$ cat config.mk
export PLATFORM = sky130hd
export DESIGN_NAME = embclk_frame_locker
export DESIGN_NICKNAME = d
export VERILOG_FILES = /design/src/rtl/efl_pkg.sv /design/src/rtl/efl_datapath.sv /design/src/rtl/efl_control.sv /design/src/rtl/embclk_frame_locker.sv
export SDC_FILE = /design/constraint.sdc
export NUM_CORES = 1
export LEC_CHECK = 0
export ABC_AREA = 0
export BUFFER_PORTS_ARGS = -buffer_cell sky130_fd_sc_hd__buf_2
export CAP_MARGIN = 0
export CORE_AREA = 2 2 62 64
export CTS_BUF_LIST = sky130_fd_sc_hd__clkbuf_16
export CTS_CLUSTER_SIZE = 40
export DETAILED_ROUTE_END_ITERATION = 12
export DIE_AREA = 0 0 64 66
export PLACE_DENSITY = 0.59
export SLEW_MARGIN = 40
export SYNTH_ARGS = -nofsm -noshare
export SYNTH_HDL_FRONTEND = slang
export SYNTH_SLANG_ARGS = --single-unit
$ cat constraint.sdc
create_clock -name clk -period 1.7 [get_ports clk]
set_clock_uncertainty 0.05 [all_clocks]
set_input_delay 0.255 -clock clk [delete_from_list [all_inputs] [get_ports clk]]
set_output_delay 0.255 -clock clk [all_outputs]
set_load 0.02 [all_outputs]
$ cat src/rtl/efl_pkg.sv
package efl_pkg;

  // Strobes issued by the control to the datapath
  typedef struct packed {
    logic slip;   // hold the window counter so the next window ends one bit later
    logic load;   // capture the current data bits as an output word
    logic clear;  // zero the output word
  } ctrlStrobe_t;

  typedef enum logic [0:0] {
    ST_SEARCH = 1'b0,
    ST_LOCKED = 1'b1
  } lockState_t;

endpackage

$ cat src/rtl/efl_datapath.sv
module efl_datapath
  import efl_pkg::*;
#(
  parameter int DATA_W = 10
) (
  input  logic              clk,
  input  logic              rstN,
  input  logic              bitEn,
  input  logic              serIn,
  input  ctrlStrobe_t       ctrl,
  output logic              frameEnd,
  output logic              frameGood,
  output logic [DATA_W-1:0] wordOut,
  output logic              wordValid
);

  localparam int FRAME_W = DATA_W + 2;
  localparam int CNT_W   = $clog2(FRAME_W);
  localparam logic [CNT_W-1:0] LAST_POS = CNT_W'(FRAME_W - 1);

  logic [FRAME_W-2:0] histReg;   // the previous FRAME_W-1 sampled bits, newest at bit 0
  logic [FRAME_W-1:0] window;    // window ending with the bit being sampled now
  logic [CNT_W-1:0]   bitCnt;
  logic [DATA_W-1:0]  dataBits;

  assign window = {histReg, serIn};

  // Bit history: shifts only on a bit time
  always_ff @(posedge clk or negedge rstN) begin
    if (!rstN) begin
      histReg <= '0;
    end else if (bitEn) begin
      histReg <= window[FRAME_W-2:0];
    end
  end

  // Window position counter; a slip repeats the last position
  always_ff @(posedge clk or negedge rstN) begin
    if (!rstN) begin
      bitCnt <= '0;
    end else if (bitEn) begin
      if (bitCnt == LAST_POS) begin
        bitCnt <= ctrl.slip ? bitCnt : '0;
      end else begin
        bitCnt <= bitCnt + 1'b1;
      end
    end
  end

  assign frameEnd  = bitEn && (bitCnt == LAST_POS);
  // Oldest bit is the start bit, newest is the stop bit
  assign frameGood = window[FRAME_W-1] && !window[0];

  // LSB-first reassembly: data bit i sits i+1 positions after the start
  for (genvar i = 0; i < DATA_W; i++) begin : g_unpack
    assign dataBits[i] = window[FRAME_W-2-i];
  end

  always_ff @(posedge clk or negedge rstN) begin
    if (!rstN) begin
      wordOut   <= '0;
      wordValid <= 1'b0;
    end else begin
      wordValid <= ctrl.load;
      if (ctrl.clear) begin
        wordOut <= '0;
      end else if (ctrl.load) begin
        wordOut <= dataBits;
      end
    end
  end

  a_r7_single_pulse: assert property (@(posedge clk) disable iff (!rstN)
    wordValid |=> !wordValid);

  a_r2_count_range: assert property (@(posedge clk) disable iff (!rstN)
    bitCnt <= LAST_POS);

  a_r2_hold_without_enable: assert property (@(posedge clk) disable iff (!rstN)
    !bitEn |=> $stable(bitCnt) && $stable(histReg));

endmodule

$ cat src/rtl/efl_control.sv
module efl_control
  import efl_pkg::*;
#(
  parameter int LOCK_FRAMES = 4,
  parameter int DROP_FRAMES = 2
) (
  input  logic        clk,
  input  logic        rstN,
  input  logic        frameEnd,
  input  logic        frameGood,
  output ctrlStrobe_t ctrl,
  output logic        lockN
);

  localparam int GOOD_W = $clog2(LOCK_FRAMES + 1);
  localparam int BAD_W  = $clog2(DROP_FRAMES + 1);
  localparam logic [GOOD_W-1:0] GOOD_LAST = GOOD_W'(LOCK_FRAMES - 1);
  localparam logic [BAD_W-1:0]  BAD_LAST  = BAD_W'(DROP_FRAMES - 1);

  lockState_t        state, stateNext;
  logic [GOOD_W-1:0] goodCnt, goodNext;
  logic [BAD_W-1:0]  badCnt, badNext;

  always_comb begin
    stateNext  = state;
    goodNext   = goodCnt;
    badNext    = badCnt;
    ctrl       = '0;
    if (frameEnd) begin
      unique case (state)
        ST_SEARCH: begin
          if (frameGood) begin
            if (goodCnt == GOOD_LAST) begin
              stateNext = ST_LOCKED;
              goodNext  = '0;
              badNext   = '0;
            end else begin
              goodNext = goodCnt + 1'b1;
            end
          end else begin
            goodNext  = '0;
            ctrl.slip = 1'b1;
          end
        end
        ST_LOCKED: begin
          if (frameGood) begin
            ctrl.load = 1'b1;
            badNext   = '0;
          end else if (badCnt == BAD_LAST) begin
            stateNext  = ST_SEARCH;
            goodNext   = '0;
            badNext    = '0;
            ctrl.clear = 1'b1;
            ctrl.slip  = 1'b1;
          end else begin
            badNext = badCnt + 1'b1;
          end
        end
        default: stateNext = ST_SEARCH;
      endcase
    end
  end

  always_ff @(posedge clk or negedge rstN) begin
    if (!rstN) begin
      state   <= ST_SEARCH;
      goodCnt <= '0;
      badCnt  <= '0;
    end else begin
      state   <= stateNext;
      goodCnt <= goodNext;
      badCnt  <= badNext;
    end
  end

  assign lockN = (state != ST_LOCKED);

  a_r4_lock_after_good: assert property (@(posedge clk) disable iff (!rstN)
    $fell(lockN) |-> $past(frameEnd && frameGood));

  a_r9_drop_after_bad: assert property (@(posedge clk) disable iff (!rstN)
    $rose(lockN) |-> $past(frameEnd && !frameGood));

  a_r5_slip_only_on_bad: assert property (@(posedge clk) disable iff (!rstN)
    ctrl.slip |-> frameEnd && !frameGood);

endmodule

$ cat src/rtl/embclk_frame_locker.sv
module embclk_frame_locker
  import efl_pkg::*;
#(
  parameter int DATA_W      = 10,
  parameter int LOCK_FRAMES = 4,
  parameter int DROP_FRAMES = 2
) (
  input  logic              clk,
  input  logic              rstN,
  input  logic              bitEn,
  input  logic              serIn,
  output logic              lockN,
  output logic [DATA_W-1:0] wordOut,
  output logic              wordValid
);

  ctrlStrobe_t ctrl;
  logic        frameEnd;
  logic        frameGood;

  efl_datapath #(.DATA_W(DATA_W)) i_datapath (
    .clk       (clk),
    .rstN      (rstN),
    .bitEn     (bitEn),
    .serIn     (serIn),
    .ctrl      (ctrl),
    .frameEnd  (frameEnd),
    .frameGood (frameGood),
    .wordOut   (wordOut),
    .wordValid (wordValid)
  );

  efl_control #(
    .LOCK_FRAMES (LOCK_FRAMES),
    .DROP_FRAMES (DROP_FRAMES)
  ) i_control (
    .clk       (clk),
    .rstN      (rstN),
    .frameEnd  (frameEnd),
    .frameGood (frameGood),
    .ctrl      (ctrl),
    .lockN     (lockN)
  );

  a_r3_quiet_unlocked: assert property (@(posedge clk) disable iff (!rstN)
    lockN |-> (wordOut == '0) && !wordValid);

  a_r7_word_only_locked: assert property (@(posedge clk) disable iff (!rstN)
    wordValid |-> !lockN);

endmodule

==> flow_summary.json, run 1 <==
{
  "outcome": "complete, but fails checks",
  "violations": "negative hold slack",
  "met2WireLength_microns": 1170,
  "synthMuxAreaShare_pct": 11.1,
  "synth_async_sr_flop_share_pct": 100,
  "p_sw_share_pct": 25.0,
  "synth.distinct_cells": 27,
  "arrival_ps": 1650,
  "grt_start_max_net_pins": 33,
  "crit_slowest_cell": "dfrtp_1",
  "fin_crit_sh_pct": 91.0,
  "cp_max_fo": 4,
  "final_util_pct": 45.6,
  "synth_xor_area_share_pct": 0.646,
  "yosys.area_share.simple_pct": 9.96,
  "power_frac_clock_pct": 38.3,
  "tritoncts": "built",
  "synth_area_per_cell_sq_um": 13.2,
  "yosysTopAreaCell": "dfrtp_1",
  "synth_fa_ha_area_share_pct": 1.85,
  "max_freq_mhz": 647,
  "power.density_nw_per_um2": 1330,
  "reg2regPathDepth": 5,
  "pre_cts_slack_ps": 147,
  "nets": 130,
  "yosysSeqAreaShare_pct": 59.0,
  "start_util_pct": 38.2,
  "yosysWarnings": 0,
  "placementRows": 22,
  "synth_top_family_by_area": "compound AO/OA/AOI/OAI gates",
  "drive_gt1_share_pct": 33.6,
  "coreArea_sq_um": 3550,
  "rsz0062_at_grt": "no",
  "cpPeakStageDelay_ps": 380,
  "whs_ps": -20.9,
  "gp_congestion": 0.783,
  "fin_setup_tns_ps": 0,
  "switching_power_uw": 535,
  "first_global_vias": 902,
  "synth_top_area_share_pct": 59.0,
  "synth_compound_area_share_pct": 14.6,
  "synthTopCellsByArea": "dfrtp_1 (59%), mux2_2 (10%), a22o_1 (7.7%)",
  "root_buffer": "clkbuf_16",
  "synth_seq_cells": 32,
  "synth_area_sq_um": 1360,
  "clk_path_buf_depth": 2,
  "multi_input_area_sq_um": 517,
  "finalInstanceArea_sq_um": 1620,
  "cts.sinks": 32,
  "first_pass_iters": 4,
  "intPower_mw": 1.61,
  "place_inst": 165,
  "drv_slew": 0,
  "route.layer.met1.wl_microns": 1120,
  "layout_setup_ws_ps": 153,
  "grt_use_total_pct": 13.9,
  "critical_path_class": "flop to flop",
  "synthFlopType": "dfrtp_1",
  "die_x_microns": 64,
  "die_h_microns": 66,
  "drc": 0,
  "detailed_place.area_sq_um": 1480,
  "hold_viol_final": 32,
  "cts_resized": 0,
  "tightest_slew_ps": 694,
  "cts_setup_buffers": 0,
  "endpoint_kind": "flop",
  "ant_nets": 0,
  "cts_max_level": 2,
  "stdcell_count": 173,
  "dieArea_sq_um": 4220,
  "yosysMostFrequentCell": "dfrtp_1",
  "min-delay-path-class": "input port to asynchronous set/reset pin",
  "cts_buffers": 5,
  "synthesis.instances": 103,
  "dr.max_layer_used": "met4",
  "power_leakage_nw": 0.776,
  "ctsHoldBuffers": 0,
  "drv_cap": 0,
  "area_growth_pct": 19.3,
  "pwr-share-comb_pct": 14.1,
  "antenna_found_initial": 0,
  "viasPerCell": 5.02,
  "grt_pass1_wl_microns": 4350,
  "slew_headroom_pct": 53.7,
  "crit_required_ps": 1810,
  "vias": 868,
  "port_buffers": 15,
  "clk_latency_ps": 270,
  "syn_nets": 109,
  "num-fill-cells": 315,
  "synth_edf_count": 0,
  "clk_pin_slew_worst_paths_ps": 50,
  "drtIter0Drc": 13,
  "power_frac_seq_pct": 47.5,
  "synthTopCellsByCount": "dfrtp_1 (32), a22o_1 (12), mux2_2 (12)",
  "ir_drop_v": 0.000721,
  "hpwl_microns": 1650,
  "diodes": 0,
  "boundaryPins": 16,
  "overflow": 0,
  "path_cells": "ha_1, and4b_4, o211ai_1, nand2_1, mux2_4",
  "cp-start-kind": "flop",
  "finalWirelength_microns": 2400,
  "met3_length_microns": 84,
  "setup_viol": 0,
  "avgRoutedWirePerCell_microns": 13.9,
  "total_power_mw": 2.14,
  "min_period_ps": 1550,
  "ff_latch_area_sq_um": 801
}
==> routing by layer <==
layer  GRT usage [%]  vias up
met3            3.75        3
met4            6.52        0
li1                -      420
met2            21.7       16
met1            17.9      429
met5               0        -
==> power by group through the flow <==
| stage | Sequential (mW) | Clock (mW) | Combinational (mW) |
|---|---|---|---|
| 2_1_floorplan | 0.996 | 0 | 0.244 |
| 3_3_place_gp | 1.02 | 0 | 0.291 |
| 3_5_place_dp | 1.03 | 0 | 0.308 |
| 4_1_cts | 1.02 | 0.847 | 0.309 |
| 5_1_grt | 1.04 | 0.882 | 0.346 |
| 6_report | 1.02 | 0.822 | 0.303 |
==> layout make-up <==
class	instances	area share [%]
Clock buffer	5	7.73
Clock inverter	3	0.851
Inverter	1	0.232
Multi-Input combinational cell	66	31.9
Sequential cell	32	49.5
Tap cell	48	3.71
Timing Repair Buffer	18	6.03
==> worst max-delay path, delay by kind of cell, from the launching register on <==
family	cells	cell delay (ps)
AND/OR/NAND/NOR	2	400
AO/OA/AOI/OAI	1	90
flip-flops	1	380
multiplexers	1	300
adder cells (fa/ha/maj)	1	210
==> state kept, by name (all words and copies together) (netlist names) <==
register	cells
i_datapath.histReg	11
i_datapath.wordOut	10
i_datapath.bitCnt	4
i_control.goodCnt	3
i_control.badCnt	2
i_control.state	1
i_datapath.wordValid	1
==> path summary, 6_finish.rpt <==
path / to / startpoint / slack, ps
setup / recovery: i_datapath.bitCnt[1] / i_datapath.bitCnt[0] / 150
setup reg to reg: i_datapath.bitCnt[1] / i_datapath.bitCnt[0] / 150
max in group asynchronous: i_datapath.histReg[8] / rstN / 1170
min in group clk: i_datapath.histReg[0] / serIn / 210
hold / removal: i_control.goodCnt[2] / rstN / -20
hold reg to reg: i_datapath.wordOut[2] / i_datapath.wordOut[2] / 440
==> cell usage in the layout (no fill, tap or decap), drive strengths merged <==
cell type / n
nor3: 2
clkinv: 3
a22o: 12
mux2: 13
nor2: 5
a21o: 2
nand4b: 1
o31ai: 1
nor2b: 4
a21oi: 5
and4b: 1
and2b: 1
nand2b: 2
o211ai: 2
clkbuf: 5
xor2: 1
dfrtp: 32
o21ai: 5
ha: 2
nand2: 6
nand4: 1
buf: 18
inv: 1
==> kinds of logic (layout without fill, tap and decap cells) <==
| logic type | count (synthesis) | in the layout |
|---|---|---|
| flops | 32 | 32 |
| compound gates | 27 | 27 |
| simple gates | 23 | 23 |
| mux | 13 | 13 |
| buf+inv | 5 | 27 |
| fa+ha+maj | 2 | 2 |
| xor+xnor | 1 | 1 |
(Power assumes the default switching activity.)
==> run 2, diff against run 1 <==
Settings changed: CORE_AREA 2 2 62 64 to 2 2 58 60, DIE_AREA 0 0 64 66 to 0 0 60 62, PLACE_DENSITY 0.59 to 0.62.
==> run 2 against run 1 <==
- the flow now finishes without violations
- setup slack lost 4.7 ps
- count of clock-buffer cells in the layout unchanged
- via count shrank 1.4%
- utilization grew 6.2 points
- register-to-register slack about the same
- highest routed layer unchanged
==> flow_summary.json, run 2 (synthesized netlist as in run 1, its figures left out) <==
{
  "cts_setup_buffers": 0,
  "cts.sinks": 32,
  "tightest_slew_ps": 692,
  "grt_use_total_pct": 15.3,
  "drv_slew": 0,
  "grt_pass1_wl_microns": 3940,
  "cts_max_level": 2,
  "clk_latency_ps": 280,
  "pre_cts_slack_ps": 150,
  "cp-start-kind": "flop",
  "drv_cap": 0,
  "outcome": "complete, no violations",
  "grt_start_max_net_pins": 33,
  "cp_max_fo": 4,
  "arrival_ps": 1660,
  "drc": 0,
  "antenna_found_initial": 0,
  "slew_headroom_pct": 53.9,
  "hpwl_microns": 1610,
  "die_x_microns": 60,
  "viasPerCell": 5.01,
  "avgRoutedWirePerCell_microns": 14.0,
  "min_period_ps": 1550,
  "largest_reg_flops": 11,
  "tritoncts": "built",
  "dieArea_sq_um": 3720,
  "crit_required_ps": 1810,
  "min-delay-path-class": "input port to flop",
  "final_cell_mix": "dfrtp_1 (32), buf_2 (15), mux2_2 (12), a22o_1 (12)",
  "port_buffers": 15,
  "hold_viol_final": 0,
  "endpoint_kind": "flop",
  "setup_viol": 0,
  "overflow": 0,
  "die_h_microns": 62,
  "reg.largest.list": "i_datapath.histReg (11), i_datapath.wordOut (10), i_datapath.bitCnt (4)",
  "placementRows": 21,
  "clk_pin_slew_worst_paths_ps": 50,
  "boundaryPins": 16,
  "clk_path_buf_depth": 2,
  "drive_gt1_share_pct": 33.6,
  "rsz0062_at_grt": "no",
  "vias": 856,
  "diodes": 0,
  "ir_drop_v": 0.000912,
  "num-fill-cells": 286,
  "critical_path_class": "flop to flop",
  "nets": 130,
  "drtIter0Drc": 9,
  "final_common_cell": "dfrtp_1",
  "top_register": "i_datapath.histReg",
  "layout_setup_ws_ps": 149,
  "finalWirelength_microns": 2390,
  "power.density_nw_per_um2": 1410,
  "max_freq_mhz": 645,
  "fin_crit_sh_pct": 91.3,
  "coreArea_sq_um": 3180,
  "total_power_mw": 2.33,
  "start_util_pct": 42.7,
  "area_growth_pct": 21.4,
  "first_global_vias": 841,
  "power_leakage_nw": 0.783,
  "cts_buffers": 5,
  "fin_setup_tns_ps": 0,
  "first_pass_iters": 4,
  "gp_congestion": 0.720,
  "root_buffer": "clkbuf_16",
  "ant_nets": 0
}
-- run 2: critical path: stages, from the launching register on --
cell and delay [ps]:
dfrtp_1 380, ha_1 200, and4b_4 280, o211ai_1 100
nand2_1 120, mux2_4 300
-- run 2: what timing repair did --
action | CTS | global route
hold endpoints to repair | 2 | 0
gates resized for setup | 0 | 0
hold buffers | 1 | 0
-- run 2: path summary, 6_finish.rpt --
check,cells past startpoint,to,from,slack (ps)
setup / recovery,5,i_datapath.bitCnt[1],i_datapath.bitCnt[0],150
hold / removal,2,i_datapath.histReg[0],serIn,210
setup reg to reg,5,i_datapath.bitCnt[1],i_datapath.bitCnt[0],150
hold reg to reg,1,i_datapath.wordOut[6],i_datapath.wordOut[6],440
max in group asynchronous,2,i_datapath.histReg[8],rstN,640
min in group asynchronous,2,i_datapath.bitCnt[3],rstN,510
-- run 2: routing by layer --
| metal | part of all wire, % | vias up | GRT usage (%) |
|---|---|---|---|
| met4 | 2.5 | 0 | 8.57 |
| li1 | - | 415 | - |
| met1 | 46 | 417 | 19.0 |
| met2 | 47 | 15 | 22.5 |
| met5 | 0 | - | 0 |
| met3 | 4.1 | 9 | 6.42 |
-- run 2: layout make-up --
type / instances / area (sq um) / share of cell area [%]
Sequential cell: 32 / 801 / 48.6
Multi-Input combinational cell: 66 / 517 / 31.4
Clock buffer: 5 / 125 / 7.60
Timing Repair Buffer: 18 / 100 / 6.08
Tap cell: 46 / 57.6 / 3.50
Clock inverter: 3 / 42.5 / 2.58
Inverter: 1 / 3.75 / 0.228
-- run 2: where the power goes --
part / switching, mW / internal [mW]
clock: 0.320 / 0.687
sequential: 0.114 / 0.902
combinational: 0.125 / 0.178
total: 0.559 / 1.77
-- run 2: per-stage QoR --
stage               cell area [sq um]  hold WS (ps)  cells  utilization (%)
floorplan                        1360         -90.6    103                -
global placement                 1470           288    162             46.2
detailed placement               1470           299    162             46.2
CTS                              1650           204    171             51.8
global route                     1650           227    171             51.8
finish                           1650           208    171             51.8
